### config.mk
export PLATFORM = sky130hd
export DESIGN_NAME = vls_agen
export DESIGN_NICKNAME = d
export VERILOG_FILES = /design/src/rtl/vls_agen_pkg.sv /design/src/rtl/vls_agen_ext.sv /design/src/rtl/vls_agen_calc.sv /design/src/rtl/vls_agen.sv
export SDC_FILE = /design/constraint.sdc
export NUM_CORES = 1
export LEC_CHECK = 0
export ABC_AREA = 0
export ABC_CLOCK_PERIOD_IN_PS = 18400
export BUFFER_PORTS_ARGS = -buffer_cell sky130_fd_sc_hd__buf_2
export CORE_ASPECT_RATIO = 1.4
export CORE_MARGIN = 2
export CORE_UTILIZATION = 52
export DETAILED_ROUTE_END_ITERATION = 10
export HOLD_SLACK_MARGIN = 0.06
export PLACE_DENSITY_LB_ADDON = 0.1
export SLEW_MARGIN = 20
export SYNTH_ARGS = -nofsm -noshare
export SYNTH_HDL_FRONTEND = slang
export SYNTH_HIERARCHICAL = 1
export SYNTH_SLANG_ARGS = --single-unit
### constraint.sdc
create_clock -name clk -period 18.4 [get_ports clk]
set_input_delay 3.68 -clock clk [delete_from_list [all_inputs] [get_ports clk]]
set_output_delay 3.68 -clock clk [all_outputs]
set_load 0.01 [all_outputs]
### src/rtl/vls_agen_pkg.sv
package vls_agen_pkg;

    typedef enum logic [1:0] {
        MODE_UNIT  = 2'b00,
        MODE_ELEM  = 2'b01,
        MODE_INDEX = 2'b10,
        MODE_RSVD  = 2'b11
    } agen_mode_e;

    localparam int WCODE_W = 2;

endpackage

### src/rtl/vls_agen_ext.sv
module vls_agen_ext #(
    parameter int ADDR_W = 64
) (
    input  logic [ADDR_W-1:0]                 raw_i,
    input  logic [vls_agen_pkg::WCODE_W-1:0]  wcode_i,
    input  logic                              is_signed_i,
    output logic [ADDR_W-1:0]                 ext_o
);
    localparam int NARROW = 3;

    logic [ADDR_W-1:0] lane_ext [NARROW];

    for (genvar g = 0; g < NARROW; g++) begin : g_lane
        localparam int LW = 8 << g;
        logic fill;
        assign fill = is_signed_i & raw_i[LW-1];
        assign lane_ext[g] = {{(ADDR_W-LW){fill}}, raw_i[LW-1:0]};
    end

    always_comb begin
        case (wcode_i)
            2'd0:    ext_o = lane_ext[0];
            2'd1:    ext_o = lane_ext[1];
            2'd2:    ext_o = lane_ext[2];
            default: ext_o = raw_i;
        endcase
    end
endmodule

### src/rtl/vls_agen_calc.sv
module vls_agen_calc #(
    parameter int ADDR_W = 64,
    parameter int DISP_W = 16,
    parameter int IDX_W  = 6
) (
    input  vls_agen_pkg::agen_mode_e          mode_i,
    input  logic [vls_agen_pkg::WCODE_W-1:0]  wcode_i,
    input  logic                              unit_one_i,
    input  logic [ADDR_W-1:0]                 base_i,
    input  logic [DISP_W-1:0]                 disp_i,
    input  logic [IDX_W-1:0]                  idx_i,
    input  logic [ADDR_W-1:0]                 ext_off_i,
    output logic [ADDR_W-1:0]                 addr_o
);
    import vls_agen_pkg::*;

    logic [ADDR_W-1:0] disp_x;
    logic [ADDR_W-1:0] idx_x;
    logic [ADDR_W-1:0] unit_step;
    logic [ADDR_W-1:0] elem_step;

    assign disp_x    = {{(ADDR_W-DISP_W){disp_i[DISP_W-1]}}, disp_i};
    assign idx_x     = {{(ADDR_W-IDX_W){1'b0}}, idx_i};
    assign unit_step = unit_one_i ? idx_x : (idx_x << wcode_i);
    assign elem_step = disp_x * idx_x;

    always_comb begin
        case (mode_i)
            MODE_ELEM:  addr_o = base_i + elem_step;
            MODE_INDEX: addr_o = base_i + ext_off_i;
            default:    addr_o = base_i + disp_x + unit_step;
        endcase
    end
endmodule

### src/rtl/vls_agen.sv
module vls_agen #(
    parameter int ADDR_W = 64,
    parameter int DISP_W = 16,
    parameter int VL_MAX = 64,
    localparam int IDX_W = $clog2(VL_MAX),
    localparam int VL_W  = IDX_W + 1
) (
    input  logic              clk,
    input  logic              rst_n,
    input  logic              start_i,
    input  logic [1:0]        mode_i,
    input  logic [1:0]        width_i,
    input  logic              unit_one_i,
    input  logic              idx_signed_i,
    input  logic [VL_W-1:0]   vl_i,
    input  logic [ADDR_W-1:0] base_i,
    input  logic [DISP_W-1:0] disp_i,
    input  logic [ADDR_W-1:0] idx_off_i,
    input  logic              ready_i,
    output logic              valid_o,
    output logic [ADDR_W-1:0] addr_o,
    output logic [IDX_W-1:0]  elem_o,
    output logic              last_o,
    output logic              busy_o
);
    import vls_agen_pkg::*;

    typedef struct packed {
        logic               active;
        logic [IDX_W-1:0]   idx;
        logic [IDX_W-1:0]   last_idx;
        agen_mode_e         mode;
        logic [WCODE_W-1:0] wcode;
        logic               unit_one;
        logic               idx_signed;
        logic [ADDR_W-1:0]  base;
        logic [DISP_W-1:0]  disp;
    } agen_state_t;

    agen_state_t st_d, st_q;
    logic [VL_W-1:0]  vl_eff;
    logic             at_end;

    // Clamp the requested length into 1..VL_MAX.
    always_comb begin
        if (vl_i == '0)
            vl_eff = VL_W'(1);
        else if (vl_i > VL_W'(VL_MAX))
            vl_eff = VL_W'(VL_MAX);
        else
            vl_eff = vl_i;
    end

    assign at_end = (st_q.idx == st_q.last_idx);

    always_comb begin
        st_d = st_q;
        if (!st_q.active) begin
            if (start_i) begin
                st_d.active     = 1'b1;
                st_d.idx        = '0;
                st_d.last_idx   = IDX_W'(vl_eff - VL_W'(1));
                st_d.mode       = agen_mode_e'(mode_i);
                st_d.wcode      = width_i;
                st_d.unit_one   = unit_one_i;
                st_d.idx_signed = idx_signed_i;
                st_d.base       = base_i;
                st_d.disp       = disp_i;
            end
        end else if (ready_i) begin
            if (at_end)
                st_d.active = 1'b0;
            else
                st_d.idx = st_q.idx + IDX_W'(1);
        end
    end

    always_ff @(posedge clk or negedge rst_n) begin
        if (!rst_n)
            st_q <= '0;
        else
            st_q <= st_d;
    end

    logic [ADDR_W-1:0] ext_off;

    vls_agen_ext #(.ADDR_W(ADDR_W)) u_ext (
        .raw_i       (idx_off_i),
        .wcode_i     (st_q.wcode),
        .is_signed_i (st_q.idx_signed),
        .ext_o       (ext_off)
    );

    vls_agen_calc #(.ADDR_W(ADDR_W), .DISP_W(DISP_W), .IDX_W(IDX_W)) u_calc (
        .mode_i     (st_q.mode),
        .wcode_i    (st_q.wcode),
        .unit_one_i (st_q.unit_one),
        .base_i     (st_q.base),
        .disp_i     (st_q.disp),
        .idx_i      (st_q.idx),
        .ext_off_i  (ext_off),
        .addr_o     (addr_o)
    );

    // Captured configuration, brought out for the bound checker.
    logic [1:0]        mode_q;
    logic [1:0]        wcode_q;
    logic              unit_one_q;
    logic [DISP_W-1:0] disp_q;

    assign mode_q     = st_q.mode;
    assign wcode_q    = st_q.wcode;
    assign unit_one_q = st_q.unit_one;
    assign disp_q     = st_q.disp;

    assign valid_o = st_q.active;
    assign busy_o  = st_q.active;
    assign elem_o  = st_q.idx;
    assign last_o  = st_q.active & at_end;
endmodule

==> metrics.csv, run 1 <==
metric,value,unit
core area,0.0349,sq mm
worst r2r src,busy_o,
CP startpoint kind,flop,
Setup CP Type,flop to output pin,
Slew @ Worst Pin,975,ps
FILL cells,3490,
YS warnings,6,
first-pass GRT wire length,98.6,mm
Syn Inst Count,2471,
share of the synthesized area in the top cell type,15.6,%
die area,0.0369,sq mm
Layout Nets,3050,
Worst path max stage delay,680,ps
total grt overflow,0,
Simple-Gate Fraction of Synth Area,23.6,%
post-synthesis adder-cell area fraction,24.1,%
Post-CTS Setup Bufs,0,
GRT Overall Usage,34.6,%
Avg Inst Size Synth,7.44,sq um
Iter 0 DRT Violations,1158,
largest family of logic cells by synthesized area,adder cells,
"Distinct cells, synth",95,
DRT Wirelength,64.5,mm
synthesized flop and latch total,99,
multiplexer share of the synthesized area,1.78,%
register area share after synthesis,13.5,%
Post-CTS Hold Buffers,0,
average wire per standard cell,21.2,microns
CP Capture Type,output pin,
Tcrit/Tclk final,68.1,%
Syn Nets,2939,
Synth top cells by count,"nand2_1 (538), ha_1 (229), a21oi_1 (164)",
GPL Wtd Cong,0.966,
endpoints failing setup,0,
Cell Count Post-Placement,3027,
unrepaired setup endpoints after global routing,false,
outcome,finished clean,
Hold Path Origin,mode_q[0],
Post-synth EDFFs,0,
P&R area growth vs syn,8.15,%
Crit-path slowest cell,dfrtp_1,
Max-Cap Viols,0,
Fmax,79.8,MHz
CTS tree,built,
XOR/XNOR Fraction of Synth Area,6.38,%
htree depth,3,
Compound-Gate Fraction of Synth Area,23.8,%
I/O Pins,234,
layout cells sized above 1,12.9,%
largest cells by area after synthesis,"ha_1 (16%), dfrtp_1 (13%), nand2_1 (11%)",
port buffer count,233,
number of global-route vias before repair,18121,
Max Slew Vio Count,0,
reg2reg path depth,4,
Pre-antenna DRT Iters,6,
initial antenna violation count,4,
Main synth FF type,dfrtp_1,
worst skew pair latency,400,ps
fraction of registers with async set/reset,100,%
"Min Clock Period, post-route",12530,ps
CTS Buf Count,9,
CTS Sinks,99,
"Cell Area, Synth",0.0184,sq mm
Util after Layout,57.0,%
reg2reg end,mode_q[0],
worst min path class,flop to flop,
post-route ant nets,0,
Starting Density,52.7,%
most common cell in the netlist,nand2_1,
largest net degree at the start of global routing,85,
crit path DAT,8850,ps
Register-to-Register Setup Slack,16160,ps
Rows,81,
Final Hold Viols,0,
DRC violation count after routing,0,
Die H,226,microns
Hold Path Stages,2,
routed via count,18387,
setup TNS,0,ps
top fanout value on the critical path,41,
vias per cell,6.04,
Root Buffer,clkbuf_16,
clock slew at reported path FFs,90,ps
slew margin rel.,34.8,%
PostCTS Resize Cnt,0,
final hold slack,502,ps
skew final,17.1,ps
Max clock buf depth,2,
die width,163,microns
Hold Crit Endpoint,mode_q[0],
worst endpoint required time,14720,ps
Yosys top cell by area,ha_1,
fin cells,3044,
hpwl dp,51.7,mm
==> how the worst max path moves through the flow <==
stage,depth (start not counted),startpoint,endpoint,slack (ps)
3_5_place_dp,32,elem_o[2],addr_o[59],6330
6_report,32,elem_o[2],addr_o[59],5870
5_1_grt,31,elem_o[2],addr_o[62],5320
3_3_place_gp,32,elem_o[2],addr_o[59],6460
2_1_floorplan,30,disp_q[15],addr_o[59],7190
4_1_cts,32,elem_o[2],addr_o[59],5880
==> layout by cell type (no fill, tap or decap), types with 15 or more instances in the layout <==
master / Yosys / final
o211ai_1: 35 / 35
fa_1: 78 / 78
a21o_1: 94 / 94
and2_1: 92 / 92
ha_1: 229 / 228
o21ai_1: 21 / 21
nand2_1: 538 / 538
o21a_1: 23 / 23
inv_1: 143 / 143
nand2b_1: 19 / 18
a21oi_1: 164 / 164
nand3_1: 65 / 65
nor2b_1: 16 / 15
dfrtp_1: 99 / 96
o21bai_1: 22 / 22
nand4_1: 43 / 43
nor3_1: 30 / 30
o21ai_0: 135 / 135
buf_4: 23 / 18
nor2_1: 96 / 96
xnor2_1: 75 / 75
xor2_1: 59 / 59
mux2i_1: 18 / 18
o31ai_1: 15 / 15
a31oi_1: 28 / 28
buf_2: 37 / 232
==> worst max-delay path, delay by kind of cell, from the launching register on <==
| family | cells | cell delay, ps |
|---|---|---|
| buffers and inverters | 6 | 810 |
| and+or+nand+nor | 8 | 1650 |
| DFF | 1 | 680 |
| adders and majority gates | 6 | 2740 |
| AOI/OAI and AO/OA | 12 | 2520 |
==> layer usage <==
layer / global-route usage, % / up-vias / share of wire (%)
li1: - / 8814 / -
met1: 37.6 / 8749 / 38
met2: 64.8 / 630 / 52
met3: 3.35 / 188 / 4.3
met4: 19.6 / 6 / 6.1
met5: 0 / - / 0.067
==> metrics by stage <==
stage,setup WS (ps),area (sq um)
floorplan,7190,18400
detailed placement,6330,19600
finish,5870,19900
CTS,5880,19900
global placement,6460,19600
global route,5320,19900
==> layout make-up <==
type / instances / area (sq um) / share of cell area, %
timing repair buffer: 250 / 1300 / 6.52
clock buffer: 9 / 225 / 1.13
clock inverter: 7 / 88.8 / 0.447
sequential: 99 / 2480 / 12.5
inverter: 143 / 537 / 2.70
antenna: 1 / 2.50 / 0.0126
tap: 456 / 571 / 2.87
multi-input combinational: 2079 / 14700 / 73.8
==> state kept, by name, indices dropped and copies added, names as in the netlist <==
name	flops
disp_q	16
elem_o	6
st_q	71
wcode_q	2
unit_one_q	1
mode_q	2
busy_o	1
==> kinds of logic after synthesis <==
group | after synthesis
and+or+nand+nor | 957
AOI/OAI and AO/OA | 651
xor gates and xnor gates | 134
DFF | 99
muxes | 30
buffers and inverters | 293
adders and majority gates | 307
Power of run 1 is not shown: default switching activity piles up to over one toggle a cycle in this logic, so the estimate is an artifact.
==> run 2, diff against run 1 <==
Settings changed: ABC_AREA 0 to 1, ABC_CLOCK_PERIOD_IN_PS 18400 to 11580.
Clock period 18.4 ns to 11.58 ns, I/O delays scaled along.
==> metrics.csv, run 2 <==
metric,value,unit,change
Hold Path Origin,mode_q[0],,unchanged
worst min path class,flop to flop,,unchanged
port buffer count,233,,unchanged
slew margin rel.,30.7,%,was 34.8%
endpoints failing setup,0,,unchanged
unrepaired setup endpoints after global routing,false,,unchanged
final hold slack,493,ps,was 502 ps
"Cell Area, Synth",0.0208,sq mm,was 0.0184 sq mm
top fanout value on the critical path,44,,was 41
hpwl dp,75.1,mm,was 51.7 mm
PostCTS Resize Cnt,0,,unchanged
Crit-path slowest cell,dfrtp_1,,unchanged
reg2reg end,st_q[87],,was mode_q[0]
Layout Nets,4124,,was 3050
Iter 0 DRT Violations,2138,,was 1158
core area,0.0394,sq mm,was 0.0349 sq mm
crit path from,elem_o[3],,was elem_o[2]
"Min Clock Period, post-route",10650,ps,
worst endpoint required time,9260,ps,was 14720 ps
Hold Path Stages,2,,unchanged
final worst slack,925,ps,was 5870 ps
DRT Wirelength,89.2,mm,was 64.5 mm
share of the synthesized area in the top cell type,18.5,%,was 15.6%
Max clock buf depth,2,,unchanged
Avg Inst Size Synth,5.95,sq um,was 7.44 sq um
Pre-antenna DRT Iters,7,,was 6
average wire per standard cell,21.3,microns,was 21.2 microns
Die H,241,microns,was 226 microns
die area,0.0417,sq mm,was 0.0369 sq mm
GPL Wtd Cong,1.10,,was 0.966
CP Capture Type,output pin,,unchanged
Post-CTS Setup Bufs,0,,unchanged
register area share after synthesis,11.9,%,was 13.5%
total grt overflow,0,,unchanged
routed via count,24347,,was 18387
Rows,86,,was 81
multi-input logic area,0.0157,sq mm,was 0.0147 sq mm
number of global-route vias before repair,23581,,was 18121
Crit path top cell by count,nand2_1,,
"Most flops, register",st_q,,unchanged
synthesized flop and latch total,99,,unchanged
worst r2r src,busy_o,,unchanged
layout cells sized above 1,10.2,%,was 12.9%
FILL cells,4071,,was 3490
htree depth,3,,unchanged
most common cell in the netlist,nand2_1,,unchanged
Synth top cells by count,"nand2_1 (1028), inv_1 (547), nor2_1 (347)",,"was nand2_1 (538), ha_1 (229), a21oi_1 (164)"
Final Hold Viols,0,,unchanged
Starting Density,52.9,%,was 52.7%
Post-CTS Hold Buffers,0,,unchanged
Worst path max stage delay,1020,ps,was 680 ps
initial antenna violation count,0,,was 4
CTS tree,built,,unchanged
Syn Nets,3966,,was 2939
Slew @ Worst Pin,1040,ps,was 975 ps
Yosys top cell by area,nand2_1,,was ha_1
Register Area,0.00248,sq mm,about the same
reg2reg path depth,5,,was 4
"commonest non-fill, non-tap cell in the layout",nand2_1,,unchanged
die width,173,microns,was 163 microns
largest cells by area after synthesis,"nand2_1 (19%), ha_1 (14%), dfrtp_1 (12%)",,"was ha_1 (16%), dfrtp_1 (13%), nand2_1 (11%)"
post-place setup slack,1390,ps,was 6330 ps
DRC violation count after routing,0,,unchanged
worst skew pair latency,400,ps,about the same
Tcrit/Tclk final,92.0,%,
diode count,0,,was 1
CP startpoint kind,flop,,unchanged
fraction of registers with async set/reset,100,%,unchanged
Register-to-Register Setup Slack,9210,ps,was 16160 ps
vias per cell,5.81,,was 6.04
Post-synth EDFFs,0,,unchanged
outcome,finished clean,,unchanged
Syn Inst Count,3498,,was 2471
largest net degree at the start of global routing,81,,was 85
skew final,11.2,ps,was 17.1 ps
Fmax,93.9,MHz,
Main synth FF type,dfrtp_1,,unchanged
CTS Buf Count,9,,unchanged
YS warnings,6,,unchanged
first-pass GRT wire length,132,mm,was 98.6 mm
Util after Layout,57.0,%,about the same
"Distinct cells, synth",56,,was 95
post-route ant nets,0,,unchanged
I/O Pins,234,,unchanged
P&R area growth vs syn,7.86,%,was 8.15%
Hold Crit Endpoint,mode_q[0],,unchanged
GRT Overall Usage,41.9,%,was 34.6%
crit path DAT,8340,ps,was 8850 ps
Max Slew Vio Count,0,,unchanged
Max-Cap Viols,0,,unchanged
clock slew at reported path FFs,70,ps,was 90 ps
setup TNS,0,ps,unchanged
Root Buffer,clkbuf_16,,unchanged
Setup CP Type,flop to output pin,,unchanged
CTS Sinks,99,,unchanged
number of flip-flops in the largest register,71,,unchanged
most frequent cells in the layout,"nand2_1 (1028), inv_1 (547), nor2_1 (346)",,"was nand2_1 (538), buf_2 (232), ha_1 (228)"
==> run 2: worst max path at each step <==
stage | end | slack [ps] | cells past startpoint
global route | addr_o[43] | 560 | 32
floorplan | addr_o[41] | 2930 | 29
global placement | addr_o[43] | 1470 | 32
finish | addr_o[43] | 930 | 32
detailed placement | addr_o[43] | 1390 | 32
CTS | addr_o[43] | 930 | 32
==> run 2: cells by family after synthesis <==
family                   share of synthesized area (%)
buffers and inverters                             13.0
flip-flops                                        11.9
AO/OA/AOI/OAI                                     15.9
XOR/XNOR                                          1.14
adder cells (fa/ha/maj)                           21.3
multiplexers                                     0.192
AND/OR/NAND/NOR                                   36.6
==> run 2: cell type report <==
| cell class | instances | area share (%) |
|---|---|---|
| Sequential cell | 99 | 11.1 |
| Multi-Input combinational cell | 2739 | 69.7 |
| Clock inverter | 7 | 0.284 |
| Timing Repair Buffer | 246 | 5.64 |
| Clock buffer | 9 | 1.00 |
| Tap cell | 528 | 2.94 |
| Inverter | 561 | 9.38 |
==> run 2: metrics by stage <==
stage / std cells / cell area, sq um
detailed placement: 4173 / 22200
global route: 4189 / 22500
finish: 4189 / 22500
CTS: 4189 / 22400
floorplan: 3498 / 20800
global placement: 4173 / 22200
==> run 2: per-layer routing <==
layer	vias up	part of all wire, %	wire [microns]	GRT usage, %
met5	-	0	0	0
met4	0	10	9030	36.9
met3	361	6.5	5780	5.40
met2	1219	48	43000	73.4
met1	11191	35	31400	44.5
li1	11576	-	-	-
==> run 2: worst max-delay path: cells and delay by family, from the launching register on <==
kind	cells	cell delay, ps
fa+ha+maj	6	2780
simple gates	15	2520
flops	1	1020
compound gates	4	920
buf+inv	7	650
Power of run 2 is left out for the same reason.
